<file path="src/rtl/ext_irq_pkg.sv">
package ext_irq_pkg;
  localparam int NUM_LINES = 7;
  localparam int NUM_MAIN  = 6;
  localparam int NUM_SRC   = 11;
  localparam int NUM_SUB   = 8;
  localparam int ADDR_W    = 3;
  localparam int DATA_W    = 8;

  // source input positions
  localparam int SRC_L0    = 0;
  localparam int SRC_L1    = 1;
  localparam int SRC_COL0  = 2;
  localparam int SRC_COL1  = 3;
  localparam int SRC_SPI   = 4;
  localparam int SRC_L3    = 5;
  localparam int SRC_LOCK  = 6;
  localparam int SRC_L5    = 7;
  localparam int SRC_XFER  = 8;
  localparam int SRC_TICK  = 9;
  localparam int SRC_WDOG  = 10;

  typedef enum logic [ADDR_W-1:0] {
    REG_LINE_EN   = 3'd0,
    REG_LINE_FLAG = 3'd1,
    REG_SUB_EN    = 3'd2,
    REG_SUB_FLAG  = 3'd3,
    REG_CTRL      = 3'd4
  } reg_addr_e;
endpackage

</file>
<file path="src/rtl/eia_edge.sv">
module eia_edge #(
  parameter int W      = 1,
  parameter int STAGES = 2
) (
  input  logic         clk_i,
  input  logic         rst_ni,
  input  logic [W-1:0] d_i,
  output logic [W-1:0] level_o,
  output logic [W-1:0] rise_o,
  output logic [W-1:0] fall_o
);
  logic [W-1:0] prev_q;

  generate
    if (STAGES == 0) begin : g_direct
      assign level_o = d_i;
    end else begin : g_sync
      logic [W-1:0] stage_q [STAGES];
      always_ff @(posedge clk_i or negedge rst_ni) begin
        if (!rst_ni) begin
          for (int i = 0; i < STAGES; i++) stage_q[i] <= '0;
        end else begin
          stage_q[0] <= d_i;
          for (int i = 1; i < STAGES; i++) stage_q[i] <= stage_q[i-1];
        end
      end
      assign level_o = stage_q[STAGES-1];
    end
  endgenerate

  always_ff @(posedge clk_i or negedge rst_ni) begin
    if (!rst_ni) prev_q <= '0;
    else         prev_q <= level_o;
  end

  assign rise_o = level_o & ~prev_q;
  assign fall_o = ~level_o & prev_q;

  // a detected edge lasts one cycle
  a_r11_single_pulse: assert property (@(posedge clk_i) disable iff (!rst_ni)
    (|rise_o) |=> ((rise_o & $past(rise_o)) == '0));
endmodule

</file>
<file path="src/rtl/eia_sub_flags.sv">
module eia_sub_flags #(
  parameter int W = 8
) (
  input  logic         clk_i,
  input  logic         rst_ni,
  input  logic [W-1:0] set_i,
  input  logic         clr_wr_i,
  input  logic [W-1:0] wdata_i,
  output logic [W-1:0] flag_o
);
  logic [W-1:0] flag_q, clr_mask;

  assign clr_mask = clr_wr_i ? ~wdata_i : '0;

  always_ff @(posedge clk_i or negedge rst_ni) begin
    if (!rst_ni) flag_q <= '0;
    else         flag_q <= (flag_q & ~clr_mask) | set_i;
  end

  assign flag_o = flag_q;

  // written ones never clear a set flag
  a_r7_ones_keep: assert property (@(posedge clk_i) disable iff (!rst_ni)
    clr_wr_i |=> ((flag_q & $past(flag_q & wdata_i)) == $past(flag_q & wdata_i)));
  // set beats a same-cycle clear
  a_r8_set_wins: assert property (@(posedge clk_i) disable iff (!rst_ni)
    (|set_i) |=> ((flag_q & $past(set_i)) == $past(set_i)));
endmodule

</file>
<file path="src/rtl/eia_main_flags.sv">
module eia_main_flags #(
  parameter int W = 6
) (
  input  logic         clk_i,
  input  logic         rst_ni,
  input  logic [W-1:0] set_i,
  input  logic [W-1:0] ack_i,
  output logic [W-1:0] flag_o
);
  logic [W-1:0] flag_q;

  always_ff @(posedge clk_i or negedge rst_ni) begin
    if (!rst_ni) flag_q <= '0;
    else         flag_q <= (flag_q & ~ack_i) | set_i;
  end

  assign flag_o = flag_q;

  // acknowledge clears unless a set arrives together
  a_r6_ack_clears: assert property (@(posedge clk_i) disable iff (!rst_ni)
    (|(ack_i & ~set_i)) |=> ((flag_q & $past(ack_i & ~set_i)) == '0));
  a_r6_set_wins: assert property (@(posedge clk_i) disable iff (!rst_ni)
    (|set_i) |=> ((flag_q & $past(set_i)) == $past(set_i)));
endmodule

</file>
<file path="src/rtl/ext_irq_aggregator.sv">
module ext_irq_aggregator
  import ext_irq_pkg::*;
#(
  parameter int SYNC_STAGES = 2
) (
  input  logic                 clk_i,
  input  logic                 rst_ni,
  input  logic [NUM_SRC-1:0]   src_i,
  input  logic [NUM_LINES-1:0] ack_i,
  input  logic [ADDR_W-1:0]    sfr_addr_i,
  input  logic                 sfr_wr_i,
  input  logic [DATA_W-1:0]    sfr_wdata_i,
  output logic [DATA_W-1:0]    sfr_rdata_o,
  output logic [NUM_LINES-1:0] irq_o
);
  logic [NUM_LINES-1:0] line_en_q;
  logic [NUM_SUB-1:0]   sub_en_q;
  logic [1:0]           pol_q;
  reg_addr_e            addr;

  logic [NUM_SRC-1:0]  src_lvl, src_rise, src_fall;
  logic [NUM_SUB-1:0]  sub_set, sub_flag, sub_act;
  logic                sub_clr_wr;
  logic                agg2, agg4, agg6;
  logic [1:0]          agg_lvl, agg_rise, agg_fall;
  logic [NUM_MAIN-1:0] main_set, main_flag;
  logic                unused_edges;

  assign addr = reg_addr_e'(sfr_addr_i);

  always_ff @(posedge clk_i or negedge rst_ni) begin
    if (!rst_ni) begin
      line_en_q <= '0;
      sub_en_q  <= '0;
      pol_q     <= '0;
    end else if (sfr_wr_i) begin
      case (addr)
        REG_LINE_EN: line_en_q <= sfr_wdata_i[NUM_LINES-1:0];
        REG_SUB_EN:  sub_en_q  <= sfr_wdata_i;
        REG_CTRL:    pol_q     <= sfr_wdata_i[1:0];
        default: ;
      endcase
    end
  end

  eia_edge #(.W(NUM_SRC), .STAGES(SYNC_STAGES)) u_src_edge (
    .clk_i(clk_i), .rst_ni(rst_ni), .d_i(src_i),
    .level_o(src_lvl), .rise_o(src_rise), .fall_o(src_fall)
  );

  assign sub_set = {src_rise[SRC_WDOG], src_rise[SRC_TICK], src_rise[SRC_XFER],
                    src_fall[SRC_LOCK], src_rise[SRC_LOCK],
                    src_rise[SRC_SPI], src_rise[SRC_COL1], src_rise[SRC_COL0]};
  assign sub_clr_wr = sfr_wr_i && (addr == REG_SUB_FLAG);

  eia_sub_flags #(.W(NUM_SUB)) u_sub_flags (
    .clk_i(clk_i), .rst_ni(rst_ni), .set_i(sub_set),
    .clr_wr_i(sub_clr_wr), .wdata_i(sfr_wdata_i), .flag_o(sub_flag)
  );

  assign sub_act = sub_flag & sub_en_q;
  assign agg2 = |sub_act[2:0];
  assign agg4 = |sub_act[4:3];
  assign agg6 = |sub_act[7:5];

  eia_edge #(.W(2), .STAGES(0)) u_agg_edge (
    .clk_i(clk_i), .rst_ni(rst_ni), .d_i({agg4, agg2}),
    .level_o(agg_lvl), .rise_o(agg_rise), .fall_o(agg_fall)
  );

  always_comb begin
    main_set[0] = src_fall[SRC_L0];
    main_set[1] = src_fall[SRC_L1];
    main_set[2] = pol_q[0] ? agg_rise[0] : agg_fall[0];
    main_set[3] = pol_q[1] ? src_rise[SRC_L3] : src_fall[SRC_L3];
    main_set[4] = agg_rise[1];
    main_set[5] = src_fall[SRC_L5];   // inverted source, rising-edge line
  end

  eia_main_flags #(.W(NUM_MAIN)) u_main_flags (
    .clk_i(clk_i), .rst_ni(rst_ni), .set_i(main_set),
    .ack_i(ack_i[NUM_MAIN-1:0]), .flag_o(main_flag)
  );

  assign irq_o = {line_en_q[6] & agg6, main_flag & line_en_q[NUM_MAIN-1:0]};

  always_comb begin
    case (addr)
      REG_LINE_EN:   sfr_rdata_o = {1'b0, line_en_q};
      REG_LINE_FLAG: sfr_rdata_o = {1'b0, agg6, main_flag};
      REG_SUB_EN:    sfr_rdata_o = sub_en_q;
      REG_SUB_FLAG:  sfr_rdata_o = sub_flag;
      REG_CTRL:      sfr_rdata_o = {6'b0, pol_q};
      default:       sfr_rdata_o = '0;
    endcase
  end

  assign unused_edges = ^{src_lvl, agg_lvl, ack_i[6],
                          src_rise[SRC_L0], src_rise[SRC_L1], src_rise[SRC_L5],
                          src_fall[SRC_COL0], src_fall[SRC_COL1], src_fall[SRC_SPI],
                          src_fall[SRC_XFER], src_fall[SRC_TICK], src_fall[SRC_WDOG]};

  // no request without its line enable
  a_r9_gated_by_enable: assert property (@(posedge clk_i) disable iff (!rst_ni)
    (irq_o & ~line_en_q) == '0);
  // line 6 only drops through a register write
  a_r10_level_holds: assert property (@(posedge clk_i) disable iff (!rst_ni)
    (irq_o[6] && !sfr_wr_i) |=> irq_o[6]);
  // request lines quiet right after reset
  a_r1_quiet_after_reset: assert property (@(posedge clk_i)
    $rose(rst_ni) |-> (irq_o == '0));
endmodule

</file>
<file path="config.mk">
export PLATFORM = sky130hd
export DESIGN_NAME = ext_irq_aggregator
export DESIGN_NICKNAME = d
export VERILOG_FILES = /design/src/rtl/ext_irq_pkg.sv /design/src/rtl/eia_edge.sv /design/src/rtl/eia_sub_flags.sv /design/src/rtl/eia_main_flags.sv /design/src/rtl/ext_irq_aggregator.sv
export SDC_FILE = /design/constraint.sdc
export NUM_CORES = 1
export LEC_CHECK = 0
export BUFFER_PORTS_ARGS = -buffer_cell sky130_fd_sc_hd__buf_2
export CAP_MARGIN = 20
export CORE_MARGIN = 2
export CORE_UTILIZATION = 59
export CTS_CLUSTER_DIAMETER = 40
export CTS_CLUSTER_SIZE = 28
export DETAILED_ROUTE_END_ITERATION = 8
export GPL_TIMING_DRIVEN = 0
export PLACE_DENSITY = 0.83
export SLEW_MARGIN = 15
export SYNTH_ARGS = -nofsm -noshare
export SYNTH_HDL_FRONTEND = slang
export SYNTH_HIERARCHICAL = 1
export SYNTH_SLANG_ARGS = --single-unit
export TNS_END_PERCENT = 50
</file>
<file path="constraint.sdc">
create_clock -name clk_i -period 3.6 [get_ports clk_i]
set_input_delay 0.54 -clock clk_i [delete_from_list [all_inputs] [get_ports clk_i]]
set_output_delay 0.54 -clock clk_i [all_outputs]
set_load 0.02 [all_outputs]
</file>
=== After elaboration in Yosys (flattened, before gate mapping) ===
Index checks and enable logic that the tools add are counted.

* Equal/unequal tests: 4
* Multiplexer cells: 4
* Bitwise gates (word level): 18
* Reduce and logical (&&, ||, !) cells: 8

{| class="wikitable"
|+ Operators by type and width
! kind !! count
|-
| 8-bit one-hot mux with 5 select lines || 1
|-
| 8-bit AND || 3
|-
| 8-bit inverter || 3
|-
| 6-bit AND || 2
|-
| 11-bit AND || 1
|-
| 11-bit inverter || 1
|-
| 8-bit 2-to-1 mux || 1
|-
| 8-bit OR || 1
|-
| 3-bit by 2-bit equality test with 1-bit output (second input constant) || 2
|-
| 6-bit inverter || 1
|-
| 6-bit OR || 1
|-
| 2-bit AND reduction || 3
|-
| 3-bit OR reduction || 2
|-
| 3-bit by 1-bit equality test with 1-bit output (second input constant) || 1
|-
| 3-bit equality test (second input constant) || 1
|-
| 3-bit zero test || 1
|-
| 1-bit AND || 2
|-
| 2-bit AND || 1
|-
| 1-bit 2-to-1 mux || 2
|-
| 2-bit inverter || 1
|-
| 2-bit OR reduction || 1
|-
| 1-bit logical AND || 1
|-
| 1-bit inverter || 1
|}

* Flip-flop bits (word level): 66
* Input port bits: 32
* Output and inout port bits: 15
* Logic and storage cells: 43

=== Longest topological paths before layout ===
Gate-level depths: netlist of run 1.

* Word-level depth: 6
* Gate-level depth with buffers: 5
* Gate-level depth less buffers: 5

=== By module ===
Netlist of run 1, hierarchy kept.

{| class="wikitable"
|+ Modules (own cells, without submodules)
! module !! times used !! cells each !! area an instance (um^2) !! sequential area each (um^2)
|-
| eia_edge at u_src_edge || 1 || 66 || 1101.1 || 825.8
|-
| ext_irq_aggregator || 1 || 87 || 1078.5 || 425.4
|-
| eia_sub_flags || 1 || 24 || 310.3 || 200.2
|-
| eia_main_flags || 1 || 18 || 217.7 || 150.1
|-
| eia_edge at u_agg_edge || 1 || 8 || 100.1 || 50.0
|}

=== Worst setup path after synthesis of run 1 ===
OpenSTA, ideal clock, no wires.

* Kind: input to output
* Start point: in sfr_addr_i[0]
* End point: out sfr_rdata_o[6]
* Arrival: 1.552 ns
* Data required time: 3.060 ns
* Slack: 1.508 ns
* Cell stages on the path: 5
* Buffers on the path: 2
* Cell sequence: buf_6 > buf_2 > nor2_1 > a211o_1 > a21oi_1

* Cells in the longest elaborated chain, start to end: 2
* Elaborated cells between the ends (all ways): 6
* Those cells by class: 4 x eq/ne; 1 x mux; 1 x reduce/logical

{| class="wikitable"
|+ RTL lines
! element !! RTL line !! source
|-
| from (decl) || ext_irq_aggregator.sv:10 || <nowiki>input logic [ADDR_W-1:0] sfr_addr_i,</nowiki>
|-
| 3-bit equality test (tied with other cells) || ext_irq_aggregator.sv:88 || <nowiki>case (addr)</nowiki>
|-
| 8-bit one-hot mux with 5 select lines (*) || ext_irq_aggregator.sv:88 ||
|-
| to (decl) || ext_irq_aggregator.sv:13 || <nowiki>output logic [DATA_W-1:0] sfr_rdata_o,</nowiki>
|}

Mark *: on every way between the ends. The rest lies on a longest branch, timed or not.

=== Final worst setup path of run 1 ===
Same ends and word-level chain as after synthesis.

==> key figures, run 1 <==
CTS
  – CTS buffer count: 9
  – Cells resized by post-CTS repair: 0
  – Post-CTS setup repair buffer count: 0
  – Clock slew seen by the registers of the worst setup and hold paths: 0.07 ns
  – Maximum level of the CTS H-tree: 3
  – Clock Tree Buf Depth: 2
  – Hold bufs inserted after CTS: 0
  – Skew-Pair Late Insertion Delay: between 0.3 and 0.4 ns
  – Clock root cell: clkbuf_8
  – CTS Sinks: 66
  – TritonCTS clock tree: yes

Placement
  – Placed cell areas: around 0.003 sq mm
  – Placed cell count: 276
  – Post-Place Setup Slack: 1.46 ns
  – Final weighted congestion in routability-driven placement: approximately 0.75
  – Sum of net half-perimeters after detailed placement: between 3 and 4 mm
  – Buffers on Ports: 43

Setup path
  – Critical Path End Type: primary output
  – Crit path cell chain: buf_6 -> buf_2 -> nor2_1 -> a211o_1 -> a21oi_1 -> buf_2
  – Most Frequent Cell on Critical Path: buf_2
  – Sort of element at the start of the critical path: input port
  – Critical path class: input port to primary output
  – Critical-path cell with the highest stage delay: buf_2
  – Capturing point of the worst reg2reg path: u_main_flags/flag_o[2]$_DFF_PN0_
  – FF-to-FF path depth: 5
  – Worst Path Required: about 3.1 ns
  – Arrival @ worst endpoint: 1.61 ns
  – CP max stage delay: 0.26 ns
  – Worst-path maximum fanout: 10
  – Beginning of the worst register-to-register path: sub_en_q[0]$_DFFE_PN0P_
  – Register-to-register setup slack: around 1.9 ns

Die
  – Initial Utilization: ~61%
  – Core Area: ~0.0043 sq mm
  – FP Rows: 24
  – Die X-Extent: 70.7 um
  – I/O pin cnt: 47
  – Die Y-Extent: 70.7 um
  – Area of the die: between 0.004 and 0.005 sq mm

Finish
  – Antenna diode count: 0
  – Count of fill cells added during filler insertion: about 290
  – Utilization of the core after routing: around three quarters
  – Cell area after layout: 0.00319 sq mm
  – Area delta synth->final: 21.5%
  – Number of nets in the layout: between 200 and 300
  – Finished Layout Cells: 292
  – Fraction of final layout cells sized beyond drive strength 1: between 40% and 50%

STA
  – Final critical-path share of the clock period: about 60%
  – RSZ-0062 raised after global routing: no
  – Final Max Slew Viols: 0
  – Hold Violations, Final: 0
  – Post-route worst setup slack: 1.45 ns
  – F_max: ~470 MHz
  – Setup TNS: 0 ns
  – # setup viols final: 0
  – Clock tree skew after final layout: around 0.0050 ns
  – Pin slew with the least headroom to its limit: a little under 0.6 ns
  – Final Hold Slack: about 0.075 ns
  – Final worst path period need: roughly 2.1 ns
  – Worst slew slack as a fraction of its limit: between 60% and 70%

Logic synthesis
  – Net Count, Synth: approximately 210
  – Count of warnings emitted by yosys: 6
  – Post-synthesis area per instance: 14.6 sq um
  – Combined area of all synthesized cells: between 0.002 and 0.003 sq mm
  – Cell count after synthesis: 180

Routing
  – Routed wire length: around 4.7 mm
  – DR vias/cell: between 5 and 6
  – Number of nets with antenna violations after detailed routing: 0
  – Number of DRC markers after the initial detailed-route iteration: 74
  – Total number of vias: ~1.6k
  – 1st-pass router iterations: 4
  – Average wire per standard cell: between 15 and 20 um
  – Post-route DRC: 0

Power
  – Share of total power in sequential cells: between 40% and 50%
  – Clock power frac: a little under 40%
  – Sw frac: a little under a quarter
  – Power per standard cell area: between 600 and 700 mW/mm^2
  – Max VDD drop: 0.409 mV
  – Comb power frac: between 10 and 15%
  – Net switching power figure: 0.454 mW
  – Internal portion of total power: 1.48 mW
  – Total leakage power: about 1.5 nW
  – Post-layout total power: ~1.9 mW

Min path
  – Hold WC Path Type: input port to async pin

Global route
  – Maximum number of pins on one net before global-route repair: slightly below 50
  – Vias in the first global route: between 1.5k and 2k
  – Combined global-route utilization of all metal layers: between 20% and 30%
  – Congestion Overflow GR: 0
  – Wire length of the first global-routing pass: between 7 and 8 mm
  – Initial antenna violation count: 0

Outcome
  – Outcome: completed

Flow run
  – Max-cap violations: 0
-- power by group through the flow --
stage          Sequential, mW  Combinational (mW)  Clock, mW
2_1_floorplan           0.878               0.193          0
6_report                0.887               0.275      0.770
3_5_place_dp            0.899               0.275          0
3_3_place_gp            0.892               0.263          0
5_1_grt                 0.897               0.299      0.818
4_1_cts                 0.886               0.279      0.782
-- worst max-delay path: cells and delay by family --
| family | cells | cell delay [ns] |
|---|---|---|
| compound gates | 2 | 0.41 |
| simple gates | 1 | 0.07 |
| buf+inv | 3 | 0.58 |
-- metal layers --
layer	global-route usage, %	up-vias	wire length, um
li1	-	732	-
met1	28.4	776	2160
met2	31.2	48	2190
met3	6.84	6	266
met4	5.66	0	37
met5	0	-	0
-- placed cells by master (no fill, tap or decap), types with 3 or more instances in the layout --
cell type / instances
clkbuf_8: 11
nand2b_1: 8
buf_2: 46
nand2_1: 4
a21o_1: 14
dfrtp_1: 66
inv_1: 7
and2_1: 6
and2b_2: 16
bufinv_16: 3
nor2b_1: 7
mux2_2: 21
-- worst max path at each step --
stage	startpoint	to	slack, ns	cells after the start
2_1_floorplan	sfr_addr_i[0]	sfr_rdata_o[6]	1.51	5
5_1_grt	sfr_addr_i[0]	sfr_rdata_o[0]	1.37	6
3_3_place_gp	sfr_addr_i[0]	sfr_rdata_o[6]	1.46	6
6_report	sfr_addr_i[0]	sfr_rdata_o[6]	1.45	6
3_5_place_dp	sfr_addr_i[0]	sfr_rdata_o[6]	1.46	6
4_1_cts	sfr_addr_i[0]	sfr_rdata_o[6]	1.45	6
-- area by class of cell --
cell class                      instances  area, sq um  share of cell area [%]
Multi-Input combinational cell        101          902                    28.3
Sequential cell                        66         1650                    51.8
Clock inverter                          4         97.6                    3.06
Inverter                                7         26.3                   0.825
Tap cell                               52         65.1                    2.04
Timing Repair Buffer                   44          245                    7.70
Buffer                                  6         42.5                    1.34
Clock buffer                           12          155                    4.87
-- sequential cells by signal (all words and copies together) (netlist names) --
name                       count
u_src_edge/g_sync.stage_q     11
sub_en_q                       8
u_main_flags/flag_o            6
line_en_q                      7
u_agg_edge/prev_q              2
u_sub_flags/flag_o             8
u_src_edge/prev_q             11
pol_q                          2
u_src_edge/level_o            11
Note: power is estimated with default switching activity, not from simulation.
==> inputs of run 2 (changes only) <==
--- a/config.mk
+++ b/config.mk
@@ -8,12 +8,12 @@
 export BUFFER_PORTS_ARGS = -buffer_cell sky130_fd_sc_hd__buf_2
 export CAP_MARGIN = 20
 export CORE_MARGIN = 2
-export CORE_UTILIZATION = 59
+export CORE_UTILIZATION = 55
 export CTS_CLUSTER_DIAMETER = 40
 export CTS_CLUSTER_SIZE = 28
 export DETAILED_ROUTE_END_ITERATION = 8
 export GPL_TIMING_DRIVEN = 0
-export PLACE_DENSITY = 0.83
+export PLACE_DENSITY = 0.78
 export SLEW_MARGIN = 15
 export SYNTH_ARGS = -nofsm -noshare
 export SYNTH_HDL_FRONTEND = slang
==> constraint.sdc (replaced) <==
create_clock -name clk_i -period 2.2 [get_ports clk_i]
set_input_delay 0.33 -clock clk_i [delete_from_list [all_inputs] [get_ports clk_i]]
set_output_delay 0.33 -clock clk_i [all_outputs]
set_load 0.02 [all_outputs]
==> key figures, run 2 (synthesized netlist as in run 1, its figures left out) <==
Flow run
  – Max-cap violations: 0 (unchanged)

Setup path
  – Critical path class: register to primary output
  – FF-to-FF path depth: 5 (unchanged)
  – Beginning of the worst register-to-register path: sub_en_q[0]$_DFFE_PN0P_
  – Register-to-register setup slack: 0.62 ns (-1.32 ns)
  – Capture point of the worst path: sfr_rdata_o[6]
  – Capturing point of the worst reg2reg path: u_main_flags/flag_o[2]$_DFF_PN0_
  – Crit path cell chain: a222oi_1 -> a211o_1 -> a21oi_1 -> buf_2
  – Critical Path Source: sub_en_q[5]$_DFFE_PN0P_
  – Worst-path maximum fanout: 3 (-7)
  – Critical Path End Type: primary output
  – Sort of element at the start of the critical path: register
  – Worst Path Required: 1.87 ns (-1.19 ns)
  – CP max stage delay: 0.41 ns (+0.15 ns)
  – Critical-path cell with the highest stage delay: a222oi_1
  – Arrival @ worst endpoint: 1.54 ns (-0.07 ns)

Routing
  – Routed wire length: 4.37 mm (-6.2%)
  – Total number of vias: 1561 (-0.064%)
  – DRT met1 WL: 1.93 mm (-11%)
  – Post-route DRC: 0 (unchanged)
  – Number of DRC markers after the initial detailed-route iteration: 78 (+5.4%)
  – Routed wire length on met3: 246 um (-7.5%)
  – Average wire per standard cell: 14.8 um (-7.2%)
  – WL met2: 2.13 mm (-2.9%)
  – 1st-pass router iterations: 5 (+1)
  – Uppermost routed layer: met4
  – DR vias/cell: 5.29 (-1.1%)
  – Number of nets with antenna violations after detailed routing: 0 (unchanged)

Placement
  – Buffers on Ports: 43 (unchanged)
  – Sum of net half-perimeters after detailed placement: 3.01 mm (-1.4%)
  – Post-Place Setup Slack: 0.466 ns (-0.992 ns)
  – Placed cell areas: 0.00294 sq mm (about the same)
  – Final weighted congestion in routability-driven placement: 0.829 (+11%)

STA
  – Hold Violations, Final: 0 (unchanged)
  – Final critical-path share of the clock period: between 80% and 90%
  – Post-route worst setup slack: 0.327 ns (-1.13 ns)
  – Worst slew slack as a fraction of its limit: 54.7% (-6.6 points)
  – # setup viols final: 0 (unchanged)
  – Final worst path period need: around 1.9 ns
  – Setup TNS: 0 ns (unchanged)
  – Clock tree skew after final layout: 0.00522 ns (+0.000221 ns)
  – RSZ-0062 raised after global routing: no
  – F_max: roughly 530 MHz
  – Pin slew with the least headroom to its limit: 0.677 ns (+0.0985 ns)
  – Final Max Slew Viols: 0 (unchanged)

Die
  – FP Rows: 25 (+4.2%)
  – Core Area: 0.00466 sq mm (+7.8%)
  – Die X-Extent: 73.1 um (+3.4%)
  – Die Y-Extent: 73.1 um (+3.4%)
  – I/O pin cnt: 47 (unchanged)
  – Area of the die: 0.00534 sq mm (+6.8%)
  – Initial Utilization: 56.3% (-4.4 points)

Outcome
  – Outcome: completed

CTS
  – Post-CTS setup repair buffer count: 0 (unchanged)
  – Cells resized by post-CTS repair: 0 (unchanged)
  – TritonCTS clock tree: yes
  – Hold bufs inserted after CTS: 1 (+1)
  – Clock Tree Buf Depth: 2 (unchanged)
  – Clock slew seen by the registers of the worst setup and hold paths: 0.07 ns (about the same)
  – CTS buffer count: 9 (unchanged)
  – Clock root cell: clkbuf_8
  – Maximum level of the CTS H-tree: 3 (unchanged)
  – Skew-Pair Late Insertion Delay: 0.33 ns (about the same)
  – CTS Sinks: 66 (unchanged)

Finish
  – Highest-count cells in the layout ignoring fill and taps: 66 x dfrtp_1, 46 x buf_2, 21 x mux2_2
  – Most frequent standard cell in the layout excluding fill and tap cells: dfrtp_1
  – Cell area after layout: 0.00313 sq mm (-1.8%)
  – Fraction of final layout cells sized beyond drive strength 1: 43.2% (-0.60 points)
  – Area delta synth->final: 19.3%
  – Antenna diode count: 0 (unchanged)
  – Number of nets in the layout: 268 (+0.37%)

Min path
  – Hold WC Path Type: input port to register
  – WHS Path Cells: 1

Power
  – Max VDD drop: 0.599 mV (+46%)
  – Power per standard cell area: 895 mW/mm^2 (+48%)
  – Total leakage power: 1.50 nW (-1.5%)
  – Post-layout total power: 2.80 mW (+45%)

Global route
  – Initial antenna violation count: 0 (unchanged)
  – Vias in the first global route: 1520 (-4.5%)
  – Congestion Overflow GR: 0 (unchanged)
  – Wire length of the first global-routing pass: 7.10 mm (-8.0%)
  – Maximum number of pins on one net before global-route repair: 51 (+4.1%)
  – Combined global-route utilization of all metal layers: 18.3% (-2.0 points)
-- run 2: worst min path at each step --
stage	from	end
floorplan	rst_ni	line_en_q[0]$_DFFE_PN0P_
global placement	u_src_edge/g_sync.stage_q[16]$_DFF_PN0_	u_src_edge/level_o[5]$_DFF_PN0_
detailed placement	rst_ni	u_src_edge/level_o[4]$_DFF_PN0_
CTS	src_i[1]	u_src_edge/g_sync.stage_q[12]$_DFF_PN0_
global route	src_i[6]	u_src_edge/g_sync.stage_q[17]$_DFF_PN0_
finish	src_i[6]	u_src_edge/g_sync.stage_q[17]$_DFF_PN0_
-- run 2: final cells by class --
| cell class | instances | area, sq um |
|---|---|---|
| buffer | 6 | 42.5 |
| clock buffer | 14 | 173 |
| clock inverter | 2 | 10.0 |
| fill | 348 | 1530 |
| inverter | 7 | 26.3 |
| multi-input combinational | 101 | 902 |
| sequential | 66 | 1650 |
| tap | 54 | 67.6 |
| timing repair buffer | 45 | 255 |
-- run 2: report_power, final --
group	leakage, nW	switching [mW]	total, mW	internal [mW]
registers	0.758	0.0895	1.45	1.36
logic	0.645	0.200	0.447	0.247
clock network	0.0965	0.407	0.905	0.498
-- run 2: worst max-delay path, delay by kind of cell (launching register included) --
| kind | cells | cell delay, ns |
|---|---|---|
| AOI/OAI and AO/OA | 3 | 0.65 |
| DFF | 1 | 0.39 |
| buffers and inverters | 1 | 0.16 |
-- run 2: through the flow --
step | std cells | utilization [%] | hold slack (ns)
detailed placement | 278 | 63.0 | 0.218
CTS | 295 | 67.1 | 0.0858
global route | 295 | 67.1 | 0.0786
finish | 295 | 67.1 | 0.100
floorplan | 180 | - | 0.0344
global placement | 277 | 62.3 | 0.332
-- run 2: per-layer routing --
| layer | track usage, % | vias to the layer above |
|---|---|---|
| met3 | 5.25 | 6 |
| li1 | - | 740 |
| met1 | 24.3 | 761 |
| met5 | 0 | - |
| met2 | 26.7 | 54 |
| met4 | 11.1 | 0 |
